<file path="src/rtl/ep_buffer_pkg.sv">
package ep_buffer_pkg;
  localparam int CFG_DW = 16;

  typedef enum logic [2:0] {
    SEL_BASE = 3'd0,
    SEL_SIZE = 3'd1,
    SEL_CTRL = 3'd2,
    SEL_CNT0 = 3'd3,
    SEL_CNT1 = 3'd4
  } reg_sel_e;

  localparam int CTL_REL0     = 0;
  localparam int CTL_REL1     = 1;
  localparam int CTL_CLR_DONE = 2;
  localparam int CTL_CLR_ERR  = 3;
  localparam int ST_CUR       = 4;
  localparam int SIZE_DBL     = 7;
endpackage

</file>
<file path="src/rtl/ep_buffer_regs.sv">
module ep_buffer_regs
  import ep_buffer_pkg::*;
#(
  parameter int NUM_EP  = 4,
  parameter int ADDR_W  = 10,
  parameter int PKT_MAX = 64,
  parameter int CNT_W   = 7,
  parameter int EP_W    = 2
) (
  input  logic              clk,
  input  logic              rst,
  input  logic              cfg_we,
  input  logic [EP_W+2:0]   cfg_addr,
  input  logic [CFG_DW-1:0] cfg_wdata,
  output logic [CFG_DW-1:0] cfg_rdata,
  input  logic [EP_W-1:0]   look_ep,
  output logic [ADDR_W-1:0] look_base,
  output logic [CNT_W-1:0]  look_size,
  output logic              look_cur,
  output logic              look_avail,
  input  logic              cmp_vld,
  input  logic [EP_W-1:0]   cmp_ep,
  input  logic              cmp_half,
  input  logic [CNT_W-1:0]  cmp_cnt,
  input  logic              err_vld,
  input  logic [EP_W-1:0]   err_ep,
  output logic              irq
);
  logic [ADDR_W-1:0] base_a [NUM_EP];
  logic [CNT_W-1:0]  size_a [NUM_EP];
  logic [CNT_W-1:0]  c0_a   [NUM_EP];
  logic [CNT_W-1:0]  c1_a   [NUM_EP];
  logic [1:0]        own_a  [NUM_EP];
  logic [NUM_EP-1:0] dbl_a, cur_a, done_a, err_a;

  logic [EP_W-1:0] wr_ep;
  logic [2:0]      wr_sel;
  logic            unused_wd;
  assign wr_ep     = cfg_addr[EP_W+2:3];
  assign wr_sel    = cfg_addr[2:0];
  assign unused_wd = ^cfg_wdata;

  for (genvar e = 0; e < NUM_EP; e++) begin : g_ep
    logic [ADDR_W-1:0] base_r;
    logic [CNT_W-1:0]  size_r, c0_r, c1_r;
    logic [1:0]        own_r;
    logic              dbl_r, cur_r, done_r, err_r;
    logic              wr_me, cmp_me, err_me;

    assign wr_me  = cfg_we && (wr_ep == EP_W'(e));
    assign cmp_me = cmp_vld && (cmp_ep == EP_W'(e));
    assign err_me = err_vld && (err_ep == EP_W'(e));

    always_ff @(posedge clk) begin
      if (rst) begin
        base_r <= '0;
        size_r <= CNT_W'(PKT_MAX);
        dbl_r  <= 1'b0;
        own_r  <= 2'b11;
        cur_r  <= 1'b0;
        done_r <= 1'b0;
        err_r  <= 1'b0;
        c0_r   <= '0;
        c1_r   <= '0;
      end else begin
        if (wr_me && wr_sel == SEL_BASE) base_r <= cfg_wdata[ADDR_W-1:0];
        if (wr_me && wr_sel == SEL_SIZE) begin
          size_r <= cfg_wdata[CNT_W-1:0];
          dbl_r  <= cfg_wdata[SIZE_DBL];
          if (!cfg_wdata[SIZE_DBL]) cur_r <= 1'b0;
        end
        if (wr_me && wr_sel == SEL_CTRL) begin
          own_r <= own_r | cfg_wdata[CTL_REL1:CTL_REL0];
          if (cfg_wdata[CTL_CLR_DONE]) done_r <= 1'b0;
          if (cfg_wdata[CTL_CLR_ERR])  err_r  <= 1'b0;
        end
        if (err_me) err_r <= 1'b1;
        // completion is written last so that it wins over a CPU clear
        if (cmp_me) begin
          own_r[cmp_half] <= 1'b0;
          done_r          <= 1'b1;
          if (cmp_half) c1_r <= cmp_cnt;
          else          c0_r <= cmp_cnt;
          if (dbl_r) cur_r <= ~cmp_half;
        end
      end
    end

    assign base_a[e] = base_r;
    assign size_a[e] = size_r;
    assign c0_a[e]   = c0_r;
    assign c1_a[e]   = c1_r;
    assign own_a[e]  = own_r;
    assign dbl_a[e]  = dbl_r;
    assign cur_a[e]  = cur_r;
    assign done_a[e] = done_r;
    assign err_a[e]  = err_r;


    err_sticky_chk: assert property (@(posedge clk) disable iff (rst)
      err_r && !(wr_me && wr_sel == SEL_CTRL && cfg_wdata[CTL_CLR_ERR]) |=> err_r);

    single_half_chk: assert property (@(posedge clk) disable iff (rst)
      !dbl_r |-> !cur_r);
  end

  assign look_base  = base_a[look_ep];
  assign look_size  = size_a[look_ep];
  assign look_cur   = cur_a[look_ep];
  assign look_avail = own_a[look_ep][cur_a[look_ep]];

  logic [CFG_DW-1:0] rd_next;
  always_comb begin
    rd_next = '0;
    case (wr_sel)
      SEL_BASE: rd_next[ADDR_W-1:0] = base_a[wr_ep];
      SEL_SIZE: begin
        rd_next[CNT_W-1:0] = size_a[wr_ep];
        rd_next[SIZE_DBL]  = dbl_a[wr_ep];
      end
      SEL_CTRL: begin
        rd_next[CTL_REL1:CTL_REL0] = own_a[wr_ep];
        rd_next[CTL_CLR_DONE]      = done_a[wr_ep];
        rd_next[CTL_CLR_ERR]       = err_a[wr_ep];
        rd_next[ST_CUR]            = cur_a[wr_ep];
      end
      SEL_CNT0: rd_next[CNT_W-1:0] = c0_a[wr_ep];
      SEL_CNT1: rd_next[CNT_W-1:0] = c1_a[wr_ep];
      default:  rd_next = '0;
    endcase
  end

  always_ff @(posedge clk) begin
    if (rst) begin
      cfg_rdata <= '0;
      irq       <= 1'b0;
    end else begin
      cfg_rdata <= rd_next;
      irq       <= |done_a;
    end
  end


  cmp_done_chk: assert property (@(posedge clk) disable iff (rst)
    cmp_vld |=> done_a[$past(cmp_ep)]);

  cmp_own_chk: assert property (@(posedge clk) disable iff (rst)
    cmp_vld |=> !own_a[$past(cmp_ep)][$past(cmp_half)]);
endmodule

</file>
<file path="src/rtl/ep_buffer_xfer.sv">
module ep_buffer_xfer
  import ep_buffer_pkg::*;
#(
  parameter int ADDR_W = 10,
  parameter int CNT_W  = 7,
  parameter int EP_W   = 2
) (
  input  logic              clk,
  input  logic              rst,
  input  logic              usb_start,
  input  logic [EP_W-1:0]   usb_ep,
  input  logic              usb_dir,
  input  logic              usb_rx_valid,
  input  logic [7:0]        usb_rx_data,
  input  logic              usb_tx_req,
  input  logic              usb_end,
  input  logic              usb_ok,
  output logic              usb_nak,
  output logic              usb_tx_valid,
  output logic [7:0]        usb_tx_data,
  input  logic [ADDR_W-1:0] look_base,
  input  logic [CNT_W-1:0]  look_size,
  input  logic              look_cur,
  input  logic              look_avail,
  output logic              ram_req,
  output logic              ram_we,
  output logic [ADDR_W-1:0] ram_addr,
  output logic [7:0]        ram_wdata,
  input  logic              ram_gnt,
  input  logic              ram_wait,
  input  logic [7:0]        ram_rdata,
  output logic              cmp_vld,
  output logic [EP_W-1:0]   cmp_ep,
  output logic              cmp_half,
  output logic [CNT_W-1:0]  cmp_cnt,
  output logic              err_vld,
  output logic [EP_W-1:0]   err_ep
);
  logic              active, a_dir, a_half, rd_ret;
  logic [EP_W-1:0]   a_ep;
  logic [CNT_W-1:0]  a_max, cnt;
  logic [ADDR_W-1:0] ptr;

  logic acc_done, busy, byte_evt, room;
  assign acc_done = ram_req && ram_gnt && !ram_wait;
  assign busy     = ram_req && !acc_done;
  assign byte_evt = a_dir ? usb_tx_req : usb_rx_valid;
  assign room     = cnt < a_max;

  always_ff @(posedge clk) begin
    if (rst) begin
      active       <= 1'b0;
      a_dir        <= 1'b0;
      a_half       <= 1'b0;
      a_ep         <= '0;
      a_max        <= '0;
      cnt          <= '0;
      ptr          <= '0;
      ram_req      <= 1'b0;
      ram_we       <= 1'b0;
      ram_addr     <= '0;
      ram_wdata    <= '0;
      rd_ret       <= 1'b0;
      usb_tx_valid <= 1'b0;
      usb_tx_data  <= '0;
      usb_nak      <= 1'b0;
      cmp_vld      <= 1'b0;
      cmp_ep       <= '0;
      cmp_half     <= 1'b0;
      cmp_cnt      <= '0;
      err_vld      <= 1'b0;
      err_ep       <= '0;
    end else begin
      usb_nak      <= 1'b0;
      cmp_vld      <= 1'b0;
      err_vld      <= 1'b0;
      rd_ret       <= acc_done && !ram_we;
      usb_tx_valid <= rd_ret;
      if (rd_ret) usb_tx_data <= ram_rdata;
      if (acc_done) ram_req <= 1'b0;

      if (!active) begin
        if (usb_start) begin
          if (look_avail) begin
            active <= 1'b1;
            a_ep   <= usb_ep;
            a_dir  <= usb_dir;
            a_half <= look_cur;
            a_max  <= look_size;
            cnt    <= '0;
            ptr    <= look_base + (look_cur ? ADDR_W'(look_size) : '0);
          end else begin
            usb_nak <= 1'b1;
          end
        end
      end else if (usb_end) begin
        active <= 1'b0;
        if (usb_ok) begin
          cmp_vld  <= 1'b1;
          cmp_ep   <= a_ep;
          cmp_half <= a_half;
          cmp_cnt  <= cnt;
        end
      end else if (byte_evt && room) begin
        if (busy) begin
          err_vld <= 1'b1;
          err_ep  <= a_ep;
        end else begin
          ram_req   <= 1'b1;
          ram_we    <= !a_dir;
          ram_addr  <= ptr;
          ram_wdata <= usb_rx_data;
          ptr       <= ptr + 1'b1;
          cnt       <= cnt + 1'b1;
        end
      end
    end
  end


  req_hold_chk: assert property (@(posedge clk) disable iff (rst)
    ram_req && !(ram_gnt && !ram_wait) |=>
      ram_req && $stable(ram_addr) && $stable(ram_we) && $stable(ram_wdata));

  tx_latency_chk: assert property (@(posedge clk) disable iff (rst)
    usb_tx_valid |-> $past(ram_req && ram_gnt && !ram_wait && !ram_we, 2));

  count_bound_chk: assert property (@(posedge clk) disable iff (rst)
    active |-> cnt <= a_max);

  nak_cause_chk: assert property (@(posedge clk) disable iff (rst)
    usb_nak |-> $past(usb_start && !look_avail));
endmodule

</file>
<file path="src/rtl/ep_buffer_engine.sv">
module ep_buffer_engine
  import ep_buffer_pkg::*;
#(
  parameter int NUM_EP  = 4,
  parameter int ADDR_W  = 10,
  parameter int PKT_MAX = 64,
  localparam int EP_W   = (NUM_EP > 1) ? $clog2(NUM_EP) : 1,
  localparam int CNT_W  = $clog2(PKT_MAX + 1)
) (
  input  logic              clk,
  input  logic              rst,
  input  logic              cfg_we,
  input  logic [EP_W+2:0]   cfg_addr,
  input  logic [15:0]       cfg_wdata,
  output logic [15:0]       cfg_rdata,
  input  logic              usb_start,
  input  logic [EP_W-1:0]   usb_ep,
  input  logic              usb_dir,
  output logic              usb_nak,
  input  logic              usb_rx_valid,
  input  logic [7:0]        usb_rx_data,
  input  logic              usb_tx_req,
  output logic              usb_tx_valid,
  output logic [7:0]        usb_tx_data,
  input  logic              usb_end,
  input  logic              usb_ok,
  output logic              ram_req,
  output logic              ram_we,
  output logic [ADDR_W-1:0] ram_addr,
  output logic [7:0]        ram_wdata,
  input  logic              ram_gnt,
  input  logic              ram_wait,
  input  logic [7:0]        ram_rdata,
  output logic              irq
);
  logic [ADDR_W-1:0] look_base;
  logic [CNT_W-1:0]  look_size, cmp_cnt;
  logic              look_cur, look_avail, cmp_vld, cmp_half, err_vld;
  logic [EP_W-1:0]   cmp_ep, err_ep;

  ep_buffer_regs #(
    .NUM_EP(NUM_EP), .ADDR_W(ADDR_W), .PKT_MAX(PKT_MAX), .CNT_W(CNT_W), .EP_W(EP_W)
  ) u_regs (
    .clk(clk), .rst(rst),
    .cfg_we(cfg_we), .cfg_addr(cfg_addr), .cfg_wdata(cfg_wdata), .cfg_rdata(cfg_rdata),
    .look_ep(usb_ep), .look_base(look_base), .look_size(look_size),
    .look_cur(look_cur), .look_avail(look_avail),
    .cmp_vld(cmp_vld), .cmp_ep(cmp_ep), .cmp_half(cmp_half), .cmp_cnt(cmp_cnt),
    .err_vld(err_vld), .err_ep(err_ep), .irq(irq)
  );

  ep_buffer_xfer #(
    .ADDR_W(ADDR_W), .CNT_W(CNT_W), .EP_W(EP_W)
  ) u_xfer (
    .clk(clk), .rst(rst),
    .usb_start(usb_start), .usb_ep(usb_ep), .usb_dir(usb_dir),
    .usb_rx_valid(usb_rx_valid), .usb_rx_data(usb_rx_data), .usb_tx_req(usb_tx_req),
    .usb_end(usb_end), .usb_ok(usb_ok), .usb_nak(usb_nak),
    .usb_tx_valid(usb_tx_valid), .usb_tx_data(usb_tx_data),
    .look_base(look_base), .look_size(look_size), .look_cur(look_cur), .look_avail(look_avail),
    .ram_req(ram_req), .ram_we(ram_we), .ram_addr(ram_addr), .ram_wdata(ram_wdata),
    .ram_gnt(ram_gnt), .ram_wait(ram_wait), .ram_rdata(ram_rdata),
    .cmp_vld(cmp_vld), .cmp_ep(cmp_ep), .cmp_half(cmp_half), .cmp_cnt(cmp_cnt),
    .err_vld(err_vld), .err_ep(err_ep)
  );
endmodule

</file>
<file path="config.mk">
export PLATFORM = sky130hd
export DESIGN_NAME = ep_buffer_engine
export DESIGN_NICKNAME = d
export VERILOG_FILES = /design/src/rtl/ep_buffer_pkg.sv /design/src/rtl/ep_buffer_regs.sv /design/src/rtl/ep_buffer_xfer.sv /design/src/rtl/ep_buffer_engine.sv
export SDC_FILE = /design/constraint.sdc
export NUM_CORES = 1
export LEC_CHECK = 0
export ABC_AREA = 1
export ABC_CLOCK_PERIOD_IN_PS = 5500
export CAP_MARGIN = 0
export CORE_ASPECT_RATIO = 0.9
export CORE_UTILIZATION = 45
export DETAILED_ROUTE_END_ITERATION = 16
export DONT_BUFFER_PORTS = 1
export PLACE_DENSITY_LB_ADDON = 0.05
export SLEW_MARGIN = 10
export SYNTH_ARGS = -nofsm -noshare
export SYNTH_HDL_FRONTEND = slang
export SYNTH_SLANG_ARGS = --single-unit
</file>
<file path="constraint.sdc">
create_clock -name clk -period 5.5 [get_ports clk]
set_input_delay 0.275 -clock clk [delete_from_list [all_inputs] [get_ports clk]]
set_output_delay 0.275 -clock clk [all_outputs]
set_load 0.02 [all_outputs]
</file>
Word level (Yosys, flattened, before mapping) --
Index checks and enable logic that the tools add are counted.
Word-level totals: flip-flop bits (word level) 239, bits of input ports 50, logic and storage cells 301
Cells by class: add/sub/neg operators 3, $lt $le $gt $ge 8, eq/ne operators 16, muxes and demuxes 113, bitwise gates (word level) 18, reduce and logical (&&, ||, !) cells 82
Operators by type and width (count):
- two-way mux 7 bit | 15
- two-way mux 10 bit | 10
- binary-select mux 7 bit (select 2 bit) | 4
- two-way mux 1 bit | 55
- binary-select mux 10 bit (select 2 bit) | 2
- nonzero test 2 bit | 18
- two-way mux 2 bit | 16
- AND reduction 2 bit | 16
- logical AND 1 bit | 30
- case mux 5 bit (5 select lines) | 1
- == test 2 bit (second input constant) | 6
- adder 10 x 1 -> 10 bit (second input constant) | 1
- adder 10 bit | 1
- binary-select mux 1 bit (select 2 bit) | 5
- AND 2 bit | 4
- binary-select mux 2 bit (select 2 bit) | 2
- bitwise OR 2 bit | 4
- case mux 2 bit (4 select lines) | 1
- AND reduction 4 bit | 2
- OR reduction 4 bit | 2
- adder 7 x 1 -> 7 bit (second input constant) | 1
- < comparator 7 bit | 1
- inverter 1 bit | 7
- == test 2 x 1 -> 1 bit (second input constant) | 3
- other kinds (19) | 33

Longest topological paths before layout --
word-level depth 9, depth in mapped cells 20, gate-level depth less buffers 18

Modules after synthesis --
Synthesis repeated with hierarchy kept, for this count alone.
Second synthesis, totals: cell total of the unflattened synthesis 1740, area total of the unflattened synthesis 11449.7 um^2
By module, submodules not included:
- ep_buffer_regs | times used 1, cells an instance 1170, area an instance 7719.9 um^2, seq. area each 3183.1 um^2
- ep_buffer_xfer | times used 1, cells an instance 570, area an instance 3729.8 um^2, seq. area each 1481.4 um^2

Worst setup path after synthesis --
OpenSTA, ideal clock, no wires.
path kind input to register, start in usb_ep[0], end reg u_xfer.ptr[4], library setup time 0.071 ns, arrival 2.467 ns, slack 2.962 ns, stages 15, buffers on the path 4, path through buf_6 -> inv_4 -> buf_6 -> clkbuf_1 -> clkbuf_1 -> nor2_1 -> o22ai_1 -> ha_1 -> inv_1 -> fa_1 -> o21ai_0 -> nor2_1 -> o21ai_0 -> nand3_1 -> a21oi_1
Between the ends: word-level cells in the longest chain between the ends 9, elaborated cells between the ends (all ways) 21, those cells by class add/sub: 1; mux: 17; bitwise: 1; reduce/logical: 2
RTL lines:
- start: declaration | line ep_buffer_engine.sv:17 | input logic [EP_W-1:0] usb_ep,
- inverter 2 -> 3 bit (not written as such) | line ep_buffer_regs.sv:107, ep_buffer_regs.sv:108, ep_buffer_regs.sv:110
- binary-select mux 7 bit (select 2 bit) | line ep_buffer_regs.sv:108 | assign look_size = size_a[look_ep];
- two-way mux 7 bit (not written as such) (2 in a row) | line ep_buffer_regs.sv:108
- two-way mux 7 bit | line ep_buffer_xfer.sv:91 | ptr <= look_base + (look_cur ? ADDR_W'(look_size) : '0);
- adder 10 bit | line ep_buffer_xfer.sv:91
- two-way mux 10 bit | line ep_buffer_xfer.sv:84 | if (look_avail) begin
- two-way mux 10 bit | line ep_buffer_xfer.sv:83 | if (usb_start) begin
- two-way mux 10 bit | line ep_buffer_xfer.sv:82 | if (!active) begin
- end signal: assignment | line ep_buffer_xfer.sv:91
- end signal: assignment | line ep_buffer_xfer.sv:113 | ptr <= ptr + 1'b1;
- end: declaration | line ep_buffer_xfer.sv:42 | logic [ADDR_W-1:0] ptr;
Parallel ways exist; a longest one is shown, timed or not. The select of a mux whose other input is x is not followed. A chain may end at the register's enable or synchronous reset.

Final worst setup path --
start reg u_xfer.ram_req, end reg u_xfer.ram_wdata[4]
Between the ends: word-level cells in the longest chain between the ends 6
RTL lines:
- start: declaration | line ep_buffer_xfer.sv:25 | output logic ram_req,
- start signal: assignment | line ep_buffer_xfer.sv:59 | ram_req <= 1'b0;
- start signal: assignment | line ep_buffer_xfer.sv:80 | if (acc_done) ram_req <= 1'b0;
- start signal: assignment | line ep_buffer_xfer.sv:109 | ram_req <= 1'b1;
- logical AND 1 bit (2 in a row) | line ep_buffer_xfer.sv:45 | assign acc_done = ram_req && ram_gnt && !ram_wait;
- zero test 1 bit | line ep_buffer_xfer.sv:46 | assign busy = ram_req && !acc_done;
- logical AND 1 bit (*) | line ep_buffer_xfer.sv:46
- inverter 1 bit (no line) (*)
- AND reduction 4 bit (no line) (*)
- end signal: assignment | line ep_buffer_xfer.sv:112 | ram_wdata <= usb_rx_data;
- end: declaration | line ep_buffer_xfer.sv:28 | output logic [7:0] ram_wdata,
Mark *: on every way between the ends. The rest lies on a longest branch, timed or not.

==> run metrics <==
via/cell ratio 5.485; Final Core Density 51.25%; pin count of the biggest net entering global routing 100; Clock power frac 46.5%; Global Route Usage Sum 26.65%; Seq/Total Area, Yosys 43.60%; EDFF count, synth 0; Yosys reg bits 233; Vias 9862; Clock Sinks 233; run status finished, final reports clean; Die Y 148.3 um; CTS tree done; Setup Viol. Count Final 0; switching power 0.9594 mW; buffers added on ports 0; crit path cell chain inv_1 -> a21oi_1 -> inv_1 -> nand2_1 -> nand2_1 -> a21oi_1; worst vdd ir 255.2 uV; Initial DRC Count 855; Register Area 4664 um2; Worst setup SP type flop; P_int 2.895 mW; Post-Synth Adder-Cell Area 1.941%; CP Capture Type flop; Area Growth Syn to Fin 11.82%; Tcrit/Tclk final 45.26%; Setup Crit Path Kind flop to flop; Primary FF master, synth dfxtp_1; WL final 32.53 mm; unrepaired setup endpoints after global routing no; Yosys top cell by area dfxtp_1; arrival time at the worst endpoint 2.95 ns; # diodes 0; post-layout min period 2.489 ns; post-synthesis simple-gate area fraction 19.97%; Slew Limit Fails 0; post-route ant nets 0; CTS HTree Levels 1; largest family of logic cells by synthesized area compound AO/OA/AOI/OAI gates; Skew-Pair Late Insertion Delay 0.53 ns; die span in x 164.5 um; initial antenna violation count 0; Post-Syn Area per Cell 7.176 um2; vias in the first global route 9023; DRT Pass-1 Iters 5; DRC violations left 0; largest cells by area after synthesis dfxtp_1, o21ai_0, a21oi_1; hold crit path type input port to flop; Clock Tree Buf Depth 3; Synth warnings 0; area occupied by multi-input gates 5122 um2; Fmax 0.4017 GHz; switching part of the total 24.89%; non-filler instance count after layout 1798; Slowest Stage Delay on Critical Path 0.66 ns; Root Driver clkbuf_16; share of the synthesized area in the top cell type 43.60%; detailed placement HPWL 21.12 mm; Synth Area in Compound Gates 25.35%; Max-slew headroom 26.28%; pwr dens 322.1 nW/um2; Final nets 1543; CTS Buf Count 26; Post-Route Setup TNS 0 ns; Mapped Area 10700 um2; leakage 4.633 nW; Initial Util 45.84%; skew final 0.01043 ns; Avg WL per Cell 18.09 um; Post-Syn Instances 1491; Comb pwr share 7.9%; multiplexer area fraction after synthesis 0%; Core ar. 23340 um2; Seq pwr share 45.6%; CP Max Fanout 21; die footprint 24400 um2; CP max stage cell nand2_1; count of final hold-check violations 0; XOR/XNOR share of the synthesized area 0.3274%; Netlist cell types 43; Filler cells 2338; placed cells 1719; first-pass GRT wire length 50.79 mm; WP data required 5.96 ns; Async SR Flop Fraction 0%; Max-Cap Viols 0; total grt overflow 0; fraction of layout cells with a size suffix above 1 5.816%; I/O pins 97; row cnt 53; routability cong. 0.8512; total power draw 3.854 mW; Worst Tran Pin Value 1.102 ns; clk slew on worst S/H paths 0.06 ns
path summary, 6_finish.rpt:
check / to / from / slack (ns) / cells after the start
setup reg to reg: u_xfer.ram_wdata[4]$_SDFFE_PP0P_ / u_xfer.ram_req$_SDFF_PP0_ / 3.01 / 6
hold / removal: u_regs.g_ep[3].cur_r$_SDFF_PP0_ / cfg_wdata[7] / 0.03 / 2
hold reg to reg: u_regs.g_ep[0].c0_r[6]$_SDFFE_PP0P_ / u_regs.g_ep[0].c0_r[6]$_SDFFE_PP0P_ / 0.45 / 2
setup / recovery: u_xfer.ram_wdata[4]$_SDFFE_PP0P_ / u_xfer.ram_req$_SDFF_PP0_ / 3.01 / 6
per-stage QoR:
step                      area [um2]  hold WS [ns]  worst slack, ns
after global routing           11960       0.03416            2.777
after CTS                      11960       0.01052            3.045
after floorplan                10720        0.4011            2.962
after global placement         10740        0.3438            2.734
final                          11960       0.03112            3.011
after detailed placement       10740        0.3435            2.729
critical path, delay by kind of cell (launching register included):
kind	cells	cell delay, ns
AOI/OAI and AO/OA	2	0.62
buffers and inverters	2	0.56
DFF	1	0.47
and+or+nand+nor	2	0.78
cell usage in the layout (no fill, tap or decap), types with 3 or more instances in the layout:
cell type / instances
or2_2: 4
ha_1: 15
buf_4: 7
nor2_2: 5
nand4_1: 20
clkinv_2: 4
conb_1: 6
dfxtp_1: 233
nand2_1: 257
a22oi_1: 13
clkbuf_1: 5
nand2_2: 10
nor2_1: 122
inv_2: 5
a31oi_1: 8
xor2_1: 3
a32oi_1: 6
a221oi_1: 7
o22ai_1: 18
o21ai_0: 238
clkbuf_16: 26
inv_1: 126
nor3_1: 6
clkinv_1: 4
clkbuf_8: 9
dlygate4sd3_1: 31
a21oi_1: 202
a21oi_2: 7
nand3_1: 76
registers in the layout (all words and copies together), names as in the netlist, 7 cells and up:
signal	flops
u_xfer.cnt	7
u_xfer.cmp_cnt	7
u_regs.g_ep.c0_r	28
u_regs.g_ep.own_r	8
u_xfer.ram_addr	10
u_regs.g_ep.size_r	28
u_regs.g_ep.base_r	40
u_regs.g_ep.c1_r	28
u_regs.cfg_rdata	10
u_xfer.usb_tx_data	8
u_xfer.a_max	7
u_xfer.ram_wdata	8
u_xfer.ptr	10
power groups by stage:
stage	sequential [mW]	clock (mW)	combinational, mW
final	1.76	1.79	0.306
after CTS	1.76	1.82	0.306
after floorplan	1.78	0	0.227
after global routing	1.76	1.89	0.342
after global placement	1.79	0	0.271
after detailed placement	1.79	0	0.273
area by class of cell:
class	instances	share of cell area [%]
clock buffers	40	6.630
clock inverters	7	0.8053
inverters	137	4.340
multi-input cells	1040	42.82
flip-flops and latches	233	38.99
well taps	302	3.158
repair buffers	39	3.263
metal layers:
metal	track usage (%)	wire, um
met1	38.59	15720
met4	7.523	899
met2	41.41	14420
met5	0	0
met3	3.291	1489
kinds of logic (layout without fill, tap and decap cells):
| kind of cell | Yosys count | count (layout) |
|---|---|---|
| DFF | 233 | 233 |
| and+or+nand+nor | 505 | 505 |
| other | 1 | 6 |
| AOI/OAI and AO/OA | 509 | 509 |
| adders and majority gates | 16 | 16 |
| xor gates and xnor gates | 4 | 4 |
| buffers and inverters | 223 | 223 |
synth_stat cells, drive strengths merged, types with 2 or more instances:
cell	instances
a21o	2
a21oi	209
a221oi	7
a22o	2
a22oi	13
a31oi	8
a32oi	6
buf	33
clkbuf	53
clkinv	5
dfxtp	233
ha	15
inv	132
nand2	269
nand3	77
nand4	20
nor2	128
nor3	6
o21ai	240
o22ai	18
or2	4
xor2	3
what timing repair did:
action,in CTS,in global routing
setup endpoints to repair,0,0
buffers inserted,0,0
hold buffers,32,0
hold endpoints to repair,117,0
gates resized for setup,0,0
(Power assumes the default switching activity.)
